$ cat src/rtl/atm_filt_pkg.sv
package atm_filt_pkg;
  localparam int unsigned CELL_BYTES = 53;
  localparam int unsigned HDR_BYTES  = 4;
  localparam int unsigned CTL_W      = 4;
  localparam int unsigned CTL_EN     = 3;
  localparam int unsigned CTL_CPY    = 2;
  localparam int unsigned CTL_DIS    = 1;
  localparam int unsigned CTL_SNS    = 0;

  typedef struct packed {
    logic       sop;
    logic       vld;
    logic [7:0] data;
  } beat_t;
endpackage

$ cat src/rtl/atm_hdr_match.sv
module atm_hdr_match
  import atm_filt_pkg::*;
#(
  parameter int unsigned HW = 8 * HDR_BYTES
) (
  input  logic [HW-1:0]    hdr_i,
  input  logic [CTL_W-1:0] ctrl_i,
  input  logic [HW-1:0]    pat_i,
  input  logic [HW-1:0]    chk_i,
  output logic             copy_o,
  output logic             drop_o
);
  logic hit, act;
  assign hit    = ((hdr_i ^ pat_i) & chk_i) == '0;
  assign act    = ctrl_i[CTL_EN] & (hit ^ ctrl_i[CTL_SNS]);
  assign copy_o = act & ctrl_i[CTL_CPY];
  assign drop_o = act & ctrl_i[CTL_DIS];
endmodule

$ cat src/rtl/atm_act_resolve.sv
module atm_act_resolve #(
  parameter int unsigned NF = 4,
  localparam int unsigned FW = (NF > 1) ? $clog2(NF) : 1
) (
  input  logic [NF-1:0] copy_i,
  input  logic [NF-1:0] drop_i,
  output logic          any_copy_o,
  output logic          any_drop_o,
  output logic [FW-1:0] sel_o
);
  assign any_copy_o = |copy_i;
  assign any_drop_o = |drop_i;

  // lowest index wins
  always_comb begin
    sel_o = '0;
    for (int f = NF - 1; f >= 0; f--) begin
      if (copy_i[f]) sel_o = FW'(f);
    end
  end
endmodule

$ cat src/rtl/atm_fwd_delay.sv
module atm_fwd_delay
  import atm_filt_pkg::*;
#(
  parameter int unsigned DEPTH = HDR_BYTES
) (
  input  logic  clk_i,
  input  logic  rst_ni,
  input  beat_t beat_i,
  output beat_t beat_o
);
  beat_t stg_q [DEPTH];

  for (genvar s = 0; s < DEPTH; s++) begin : g_stg
    always_ff @(posedge clk_i or negedge rst_ni) begin
      if (!rst_ni) stg_q[s] <= '0;
      else if (s == 0) stg_q[s] <= beat_i;
      else stg_q[s] <= stg_q[s-1];
    end
  end

  assign beat_o = stg_q[DEPTH-1];
endmodule

$ cat src/rtl/atm_extract_buf.sv
module atm_extract_buf
  import atm_filt_pkg::*;
#(
  parameter int unsigned NF = 4,
  localparam int unsigned FW = (NF > 1) ? $clog2(NF) : 1,
  localparam int unsigned IW = $clog2(CELL_BYTES)
) (
  input  logic          clk_i,
  input  logic          rst_ni,
  input  logic          vld_i,
  input  logic          sop_i,
  input  logic [IW-1:0] idx_i,
  input  logic [7:0]    data_i,
  input  logic          decide_i,
  input  logic          copy_req_i,
  input  logic [FW-1:0] sel_i,
  input  logic [IW-1:0] host_addr_i,
  input  logic          host_clr_i,
  output logic [7:0]    host_rdata_o,
  output logic          host_avail_o,
  output logic          host_ovf_o,
  output logic [FW-1:0] host_hit_o
);
  logic [7:0]    mem_q [CELL_BYTES];
  logic          cap_q, copy_q, avail_q, ovf_q;
  logic [FW-1:0] sel_q, hit_q;
  logic          cap_now, last;

  // a cell is captured only if the buffer was free at its first byte
  assign cap_now = sop_i ? ~avail_q : cap_q;
  assign last    = vld_i & (idx_i == IW'(CELL_BYTES - 1));

  always_ff @(posedge clk_i) begin
    if (vld_i && cap_now && idx_i < IW'(CELL_BYTES)) mem_q[idx_i] <= data_i;
  end

  always_ff @(posedge clk_i or negedge rst_ni) begin
    if (!rst_ni) begin
      cap_q   <= 1'b0;
      copy_q  <= 1'b0;
      sel_q   <= '0;
      avail_q <= 1'b0;
      ovf_q   <= 1'b0;
      hit_q   <= '0;
    end else begin
      if (vld_i && sop_i) cap_q <= ~avail_q;
      if (decide_i) begin
        copy_q <= copy_req_i;
        sel_q  <= sel_i;
      end
      if (host_clr_i) begin
        avail_q <= 1'b0;
        ovf_q   <= 1'b0;
      end else begin
        if (last && cap_q && copy_q) begin
          avail_q <= 1'b1;
          hit_q   <= sel_q;
        end
        if (decide_i && copy_req_i && !cap_q) ovf_q <= 1'b1;
      end
    end
  end

  assign host_rdata_o = (host_addr_i < IW'(CELL_BYTES)) ? mem_q[host_addr_i] : 8'h00;
  assign host_avail_o = avail_q;
  assign host_ovf_o   = ovf_q;
  assign host_hit_o   = hit_q;
endmodule

$ cat src/rtl/atm_hdr_filter.sv
module atm_hdr_filter
  import atm_filt_pkg::*;
#(
  parameter int unsigned NF = 4,
  localparam int unsigned HW = 8 * HDR_BYTES,
  localparam int unsigned FW = (NF > 1) ? $clog2(NF) : 1,
  localparam int unsigned IW = $clog2(CELL_BYTES)
) (
  input  logic             clk_i,
  input  logic             rst_ni,
  input  logic [7:0]       cell_data_i,
  input  logic             cell_valid_i,
  input  logic             cell_sop_i,
  input  logic [NF*CTL_W-1:0] cfg_ctrl_i,
  input  logic [NF*HW-1:0] cfg_pattern_i,
  input  logic [NF*HW-1:0] cfg_check_i,
  output logic [7:0]       fwd_data_o,
  output logic             fwd_valid_o,
  output logic             fwd_sop_o,
  input  logic [IW-1:0]    host_addr_i,
  output logic [7:0]       host_rdata_o,
  input  logic             host_clr_i,
  output logic             host_avail_o,
  output logic             host_ovf_o,
  output logic [FW-1:0]    host_hit_o
);
  localparam int unsigned PW = HW - 8;

  logic [IW-1:0] cnt_q, idx;
  logic [PW-1:0] hdr_q;
  logic [HW-1:0] hdr_w;
  logic          decide, drop_q;
  logic [NF-1:0] copy_v, drop_v;
  logic          any_copy, any_drop;
  logic [FW-1:0] sel;
  beat_t         beat_in, beat_out;

  assign idx    = cell_sop_i ? '0 : cnt_q;
  assign decide = cell_valid_i & (idx == IW'(HDR_BYTES - 1));
  assign hdr_w  = {hdr_q, cell_data_i};

  always_ff @(posedge clk_i or negedge rst_ni) begin
    if (!rst_ni) begin
      cnt_q  <= '0;
      hdr_q  <= '0;
      drop_q <= 1'b0;
    end else if (cell_valid_i) begin
      if (idx < IW'(CELL_BYTES)) cnt_q <= idx + 1'b1;
      if (idx < IW'(HDR_BYTES - 1)) hdr_q <= {hdr_q[PW-9:0], cell_data_i};
      if (decide) drop_q <= any_drop;
    end
  end

  for (genvar f = 0; f < NF; f++) begin : g_flt
    atm_hdr_match #(.HW(HW)) i_match (
      .hdr_i  (hdr_w),
      .ctrl_i (cfg_ctrl_i[f*CTL_W +: CTL_W]),
      .pat_i  (cfg_pattern_i[f*HW +: HW]),
      .chk_i  (cfg_check_i[f*HW +: HW]),
      .copy_o (copy_v[f]),
      .drop_o (drop_v[f])
    );
  end

  atm_act_resolve #(.NF(NF)) i_resolve (
    .copy_i     (copy_v),
    .drop_i     (drop_v),
    .any_copy_o (any_copy),
    .any_drop_o (any_drop),
    .sel_o      (sel)
  );

  assign beat_in = '{sop: cell_sop_i & cell_valid_i, vld: cell_valid_i, data: cell_data_i};

  atm_fwd_delay #(.DEPTH(HDR_BYTES)) i_delay (
    .clk_i  (clk_i),
    .rst_ni (rst_ni),
    .beat_i (beat_in),
    .beat_o (beat_out)
  );

  // drop_q updates on the edge that loads byte 0 into the last stage
  assign fwd_valid_o = beat_out.vld & ~drop_q;
  assign fwd_sop_o   = beat_out.sop & ~drop_q;
  assign fwd_data_o  = beat_out.data;

  atm_extract_buf #(.NF(NF)) i_xbuf (
    .clk_i        (clk_i),
    .rst_ni       (rst_ni),
    .vld_i        (cell_valid_i),
    .sop_i        (cell_sop_i),
    .idx_i        (idx),
    .data_i       (cell_data_i),
    .decide_i     (decide),
    .copy_req_i   (any_copy),
    .sel_i        (sel),
    .host_addr_i  (host_addr_i),
    .host_clr_i   (host_clr_i),
    .host_rdata_o (host_rdata_o),
    .host_avail_o (host_avail_o),
    .host_ovf_o   (host_ovf_o),
    .host_hit_o   (host_hit_o)
  );
endmodule

$ cat config.mk
export PLATFORM = sky130hd
export DESIGN_NAME = atm_hdr_filter
export DESIGN_NICKNAME = d
export VERILOG_FILES = /design/src/rtl/atm_filt_pkg.sv /design/src/rtl/atm_hdr_match.sv /design/src/rtl/atm_act_resolve.sv /design/src/rtl/atm_fwd_delay.sv /design/src/rtl/atm_extract_buf.sv /design/src/rtl/atm_hdr_filter.sv
export SDC_FILE = /design/constraint.sdc
export NUM_CORES = 1
export LEC_CHECK = 0
export BUFFER_PORTS_ARGS = -buffer_cell sky130_fd_sc_hd__buf_2
export CAP_MARGIN = 0
export CORE_MARGIN = 3
export CORE_UTILIZATION = 52
export CTS_CLUSTER_DIAMETER = 50
export DETAILED_ROUTE_END_ITERATION = 12
export GPL_TIMING_DRIVEN = 0
export PLACE_DENSITY = 0.86
export REMOVE_ABC_BUFFERS = 1
export SYNTH_ARGS = -nofsm -noshare
export SYNTH_HDL_FRONTEND = slang
export SYNTH_SLANG_ARGS = --single-unit
$ cat constraint.sdc
create_clock -name clk_i -period 3.1 [get_ports clk_i]
set_clock_uncertainty 0.1 [all_clocks]
set_input_delay 0.62 -clock clk_i [delete_from_list [all_inputs] [get_ports clk_i]]
set_output_delay 0.62 -clock clk_i [all_outputs]
set_load 0.02 [all_outputs]
==> metrics.csv, run 1 <==
stage,metric,value,unit
status,status,"complete, but fails checks",
status,failing checks,setup timing,
clock_tree,CTS buffer count,49,
placement,post-DP HPWL,37.31,mm
die,Die Width,208.4,um
job,MaxCap Viol Count,0,
timing,Worst slew margin,0.3198,
yosys,largest cells by area after synthesis,"edfxtp_1, mux4_2, dfrtp_1",
critical_path,Setup crit end kind,output port,
timing,final setup margin,-0.1720,ns
yosys,post-synth top area share,0.5980,
detailed_routing,first drt pass iteration count,8,
detailed_routing,1st-iter DRT viols,1503,
timing,Final period util,1.055,
timing,endpoints failing hold,0,
detailed_routing,DRC violations left,0,
cells_and_area,nets@finish,1760,
clock_tree,CTS tree,built,
critical_path,kind of critical path,reg2out,
clock_tree,Root Driver,clkbuf_16,
placement,Routability Congestion,0.9100,
clock_tree,"Reg clk slew, reported paths",0.07,ns
die,total core area,0.04010,mm2
timing,Final setup violation count,8,
critical_path,crit-path max FO,1,
yosys,post-synthesis adder-cell area fraction,0.001763,
yosys,mux contribution to synthesized area,0.1585,
die,I/O Pins,313,
cells_and_area,non-filler instance count after layout,2030,
yosys,YS warnings,0,
power,maximum vdd ir drop,0.5116,mV
cells_and_area,share of cells above drive strength 1,0.3903,
yosys,Synth Area in Compound Gates,0.03590,
critical_path,arrival time worst endpoint,2.55,ns
clock_tree,Skew-Pair Late Insertion Delay,0.55,ns
yosys,Synth Area in Simple Gates,0.03596,
detailed_routing,"antenna viol nets, final",0,
global_routing,initial antenna violation count,3,
power,leakage power,9.249,nW
detailed_routing,final wirelength,61.29,mm
global_routing,gr usage total,0.2805,
clock_tree,clk buf depth,3,
timing,worst-margin pin slew,1.017,ns
yosys,most common cell in the netlist,edfxtp_1,
yosys,synth cell count leaders,"edfxtp_1, xor2_1, mux4_2, dfrtp_1, nor2_1",
detailed_routing,drt wl/cell,30.19,um
timing,RSZ-0062 raised after global routing,true,
die,Initial Util,0.5310,
worst_hold_path,Hold WC Path Type,in2reg,
power,pwr/cell area,606.3,mW/mm2
timing,Final min period,3.272,ns
placement,port bufs,312,
yosys,cell taking the most area after synthesis,edfxtp_1,
timing,setup TNS,-1.012,ns
yosys,Syn Area/Cell,18.32,um2
die,Die H,208.4,um
yosys,largest family of logic cells by synthesized area,multiplexers,
critical_path,Startpoint Class,register,
cells_and_area,area growth from synthesis to layout,19.89,%
clock_tree,clock tree sinks,503,
die,die footprint,0.04341,mm2
die,row count,73,
yosys,#FFs+latches synth,503,
yosys,Netlist cell types,46,
global_routing,global route total overflow,0,
detailed_routing,Vias/cell,6.179,
global_routing,number of global-route vias before repair,13010,
yosys,ys async rst share,0.1571,
detailed_routing,vias,12540,
timing,Slew Limit Fails,0,
global_routing,largest net degree at the start of global routing,60,
yosys,Synth Flop Type,edfxtp_1,
yosys,Post-Syn Instances,1162,
yosys,XOR/XNOR share of the synthesized area,0.05471,
yosys,synthesized area,0.02129,mm2
placement,number of cells after detailed placement,1919,
global_routing,first-pass GRT wire length,89.04,mm
clock_tree,H-tree depth,2,
placement,Post-DP Area,0.02320,mm2
yosys,Post-synth EDFFs,424,
cells_and_area,post-route cell area,0.02553,mm2
timing,Peak Freq,305.6,MHz
critical_path,Required @ worst endpoint,2.38,ns
yosys,"Seq/Total Area, Yosys",0.6908,
[through the flow]
step           hold WS, ns  worst slack [ns]    util  power [mW]
2_1_floorplan       0.2244            0.5226       -       8.638
3_3_place_gp        0.2311            -3.016  0.5750       9.458
3_5_place_dp        0.2347           -0.9263  0.5785       9.509
4_1_cts             0.1693           -0.1557  0.6362       15.48
5_1_grt             0.1857           -0.1988  0.6367       15.91
6_report            0.1871           -0.1720  0.6367       15.48
[layout by cell type (no fill, tap or decap), types with 4 or more instances in the layout]
cell and n:
a21oi_1 5, a22oi_1 61, buf_16 19, buf_2 293, buf_4 14, buf_6 5, clkbuf_1 10, clkbuf_16 51
clkbuf_8 8, clkinv_1 6, clkinv_2 6, dfrtp_1 79, edfxtp_1 424, inv_1 5, mux2_1 4, mux2_2 22
mux2i_1 14, mux2i_4 4, mux4_2 128, nand2_1 30, nand3_1 8, nand3b_1 6, nand4_1 16, nor2_1 65
nor2b_1 6, o21ai_0 6, o21ai_1 4, o21ai_2 7, o22ai_1 6, o22ai_2 4, xnor2_1 4, xor2_1 129
[critical path: stages, from the launching register on]
cell and delay [ns]:
edfxtp_1 0.45, mux4_2 0.53, mux4_2 0.52, mux2i_2 0.22, o22ai_2 0.12, buf_6 0.16
[report_power, final]
part	internal, mW	switching (mW)	leakage [nW]
Sequential	7.49	0.291	4.76
Clock	3.46	2.48	0.789
Combinational	0.834	0.929	3.70
Total	11.8	3.70	9.25
[flip-flops by register name (all words and copies together) (netlist names)]
register	flops
i_xbuf.host_avail_o	1
i_xbuf.copy_q	1
i_delay.beat_o	10
i_xbuf.host_ovf_o	1
hdr_q	24
i_xbuf.host_hit_o	2
i_xbuf.mem_q	424
i_delay.stg_q	30
i_xbuf.sel_q	2
drop_q	1
cnt_q	6
i_xbuf.cap_q	1
[what timing repair did]
action	4_1_cts	5_1_grt
gates resized for setup	60	11
buffers inserted	5	0
hold endpoints to repair	20	0
pin swaps	5	3
hold buffers	1	0
cloned	16	0
setup endpoints to repair	13	12
[cells by family after synthesis]
kind of cell    after synthesis
buf+inv                      91
xor+xnor                    133
simple gates                151
fa+ha+maj                     3
flops                       503
mux                         174
compound gates              107
[layer usage]
metal / track usage / vias to the layer above / routed length, um
met5: 0 / - / 28
met4: 0.09602 / 4 / 2548
met3: 0.05669 / 175 / 5530
met2: 0.4958 / 860 / 32020
met1: 0.3471 / 6292 / 21160
li1: - / 5213 / -
[worst paths after layout]
kind                                     start           endpoint  slack, ns  depth (start not counted)
max in group asynchronous               rst_ni          hdr_q[12]       1.91                          3
max                        i_xbuf.mem_q[24][5]    host_rdata_o[5]      -0.17                          5
min in group asynchronous               rst_ni  i_delay.stg_q[27]       0.42                          2
min                                 host_clr_i  i_xbuf.host_ovf_o       0.19                          2
max reg2reg                          hdr_q[21]  i_xbuf.host_ovf_o       0.11                          7
min reg2reg                  i_delay.stg_q[17]  i_delay.beat_o[7]       0.24                          0
[cell type report]
type                    count  area, um2
flip-flops and latches    503      14710
clock inverters            20      191.4
multi-input cells         568       6217
repair buffers            339       2308
clock buffers              69       1424
inverters                   5      18.77
well taps                 525      656.9
diodes                      1      2.502
fillers                  2742      14570
(Power assumes the default switching activity.)
==> run 2, diff against run 1 <==
CORE_ASPECT_RATIO = 0.9   (was not set)
==> metrics.csv, run 2 (synthesis gave the netlist of run 1 again) <==
stage,metric,value,unit,change
global_routing,number of global-route vias before repair,13160,,+1.1%
placement,number of cells after detailed placement,1926,,+0.36%
power,Sequential Power Share,0.497,,-0.005
die,Die H,198.0,um,-5.0%
status,failing checks,setup timing,,
power,Power Internal,11.86,mW,+0.76%
critical_path,worst r2r dst,i_xbuf.mem_q[49][2],,
timing,Final min period,3.301,ns,+0.02938 ns
critical_path,kind of critical path,in2out,,
power,pwr/cell area,610.8,mW/mm2,+0.74%
power,Clk pwr share,0.390,,+0.006
cells_and_area,"most common cell after layout, fill and taps aside",edfxtp_1,,
worst_hold_path,hold path depth,2,,unchanged
placement,worst slack at placement,-0.9654,ns,-0.03907 ns
cells_and_area,top flop regs,"i_xbuf.mem_q x424, i_delay.stg_q x30, hdr_q x24",,
die,I/O Pins,313,,unchanged
detailed_routing,Vias/cell,6.184,,about the same
detailed_routing,1st-iter DRT viols,1359,,-9.6%
cells_and_area,non-filler instance count after layout,2041,,+0.54%
placement,post-DP HPWL,38.12,mm,+2.2%
cells_and_area,area of the multi-input gates,0.006241,mm2,+0.38%
global_routing,gr usage total,0.2885,,+0.008009
timing,Slew Limit Fails,0,,unchanged
clock_tree,Skew-Pair Late Insertion Delay,0.56,ns,about the same
critical_path,Required @ worst endpoint,2.38,ns,about the same
critical_path,flop-to-flop setup slack,0.23,ns,+0.12 ns
global_routing,initial antenna violation count,2,,-1
job,MaxCap Viol Count,0,,unchanged
timing,Peak Freq,302.9,MHz,-0.89%
die,Initial Util,0.5327,,+0.001662
power,Sw Share,0.2425,,+0.003275
timing,worst-margin pin slew,1.038,ns,+0.02098 ns
die,Die Width,219.3,um,+5.3%
cells_and_area,utilization after layout,0.6415,,+0.004872
critical_path,Startpoint Class,input port,,
timing,setup TNS,-1.432,ns,-0.4199 ns
critical_path,crit-path max FO,5,,+4
status,status,"complete, but fails checks",,
detailed_routing,drt wl/cell,30.41,um,+0.73%
critical_path,r2r startpoint,cnt_q[0],,
timing,RSZ-0062 raised after global routing,true,,
cells_and_area,share of cells above drive strength 1,0.3966,,+0.006259
timing,final setup margin,-0.2014,ns,-0.02938 ns
detailed_routing,final wirelength,62.07,mm,+1.3%
power,Comb pwr share,0.114,,about the same
clock_tree,"Reg clk slew, reported paths",0.06,ns,about the same
detailed_routing,first drt pass iteration count,5,,-3
die,row count,69,,-5.5%
clock_tree,CTS buffer count,49,,unchanged
clock_tree,clk buf depth,3,,unchanged
cells_and_area,register with the most flip-flops,i_xbuf.mem_q,,
die,die footprint,0.04341,mm2,about the same
cells_and_area,Register Area,0.01471,mm2,unchanged
cells_and_area,area growth from synthesis to layout,20.43,%,
clock_tree,Root Driver,clkbuf_16,,
critical_path,Setup crit end kind,output port,,
clock_tree,CTS tree,built,,
power,switching power,3.799,mW,+2.6%
timing,endpoints failing hold,0,,unchanged
detailed_routing,"antenna viol nets, final",0,,unchanged
worst_hold_path,"Endpoint, Worst Hold",i_xbuf.host_ovf_o,,
cells_and_area,post-route cell area,0.02564,mm2,+0.45%
timing,Final setup violation count,8,,unchanged
cells_and_area,nets@finish,1764,,+0.23%
cells_and_area,filler instances,2615,,-4.6%
placement,Routability Congestion,1.032,,+13%
timing,Worst slew margin,0.3057,,-0.01404
clock_tree,H-tree depth,2,,unchanged
cells_and_area,most frequent cells in the layout,"edfxtp_1, buf_2, xor2_1, mux4_2, dfrtp_1",,
power,maximum vdd ir drop,0.4115,mV,-20%
detailed_routing,DRC violations left,0,,unchanged
global_routing,largest net degree at the start of global routing,72,,+20%
cells_and_area,max reg flops,424,,unchanged
placement,Post-DP Area,0.02321,mm2,about the same
power,leakage power,9.301,nW,+0.56%
worst_hold_path,Hold WC Path Type,in2reg,,
detailed_routing,vias,12620,,+0.62%
critical_path,arrival time worst endpoint,2.58,ns,+0.03 ns
clock_tree,clock tree sinks,503,,unchanged
global_routing,global route total overflow,0,,unchanged
worst_hold_path,Hold Path Origin,host_clr_i,,
critical_path,worst reg-to-reg path cell count,8,,+1
timing,Final period util,1.065,,+0.009479
global_routing,first-pass GRT wire length,89.75,mm,+0.79%
placement,port bufs,312,,unchanged
die,total core area,0.03997,mm2,-0.31%
==> run 2: how the worst max path moves through the flow <==
stage / to / from / slack, ns / cells past startpoint
2_1_floorplan: host_rdata_o[0] / host_addr_i[0] / 0.52 / 4
3_3_place_gp: host_rdata_o[5] / host_addr_i[0] / -2.99 / 6
3_5_place_dp: host_rdata_o[5] / host_addr_i[0] / -0.97 / 7
4_1_cts: host_rdata_o[6] / host_addr_i[0] / -0.18 / 8
5_1_grt: host_rdata_o[0] / i_xbuf.mem_q[18][0] / -0.22 / 5
6_report: host_rdata_o[3] / host_addr_i[0] / -0.20 / 7
==> run 2: power groups by stage <==
stage | clock, mW | combinational, mW | sequential [mW]
after CTS | 6.10 | 1.76 | 7.78
after floorplan | 0 | 0.843 | 7.79
after global routing | 6.41 | 1.90 | 7.79
after detailed placement | 0 | 1.59 | 7.92
after global placement | 0 | 1.55 | 7.91
final | 6.10 | 1.78 | 7.78
==> run 2: per-layer routing <==
layer,share of wire,GRT usage
met1,0.35,0.3627
met2,0.53,0.5124
met3,0.087,0.05140
met4,0.036,0.09191
met5,0.00021,0
==> run 2: final cells by class <==
cell class / count / share of cell area
inverters: 5 / 0.0007319
clock inverters: 28 / 0.01142
flip-flops and latches: 503 / 0.5736
well taps: 532 / 0.02596
multi-input cells: 568 / 0.2434
diodes: 1 / 0.00009758
repair buffers: 343 / 0.09202
clock buffers: 61 / 0.05279
==> run 2: per-stage QoR <==
stage               power (mW)  hold slack [ns]
finish                   15.66           0.1853
global route             16.10           0.1690
CTS                      15.64           0.1720
detailed placement       9.510           0.2347
global placement         9.465           0.2317
floorplan                8.638           0.2244
==> run 2: worst max-delay path: stages <==
cell and delay (ns):
buf_16 0.13, buf_16 0.15, mux4_2 0.55, mux4_2 0.59, mux2i_4 0.23, o22ai_2 0.13, buf_6 0.17
==> run 2: timing repair <==
action                                 CTS  global route
setup endpoints to repair               12             8
hold buffers                             1             0
resized for setup                       76             4
endpoints found under the hold margin    8             0
pin swaps                               10             3
cloned                                  15             1
setup buffers                            6             3
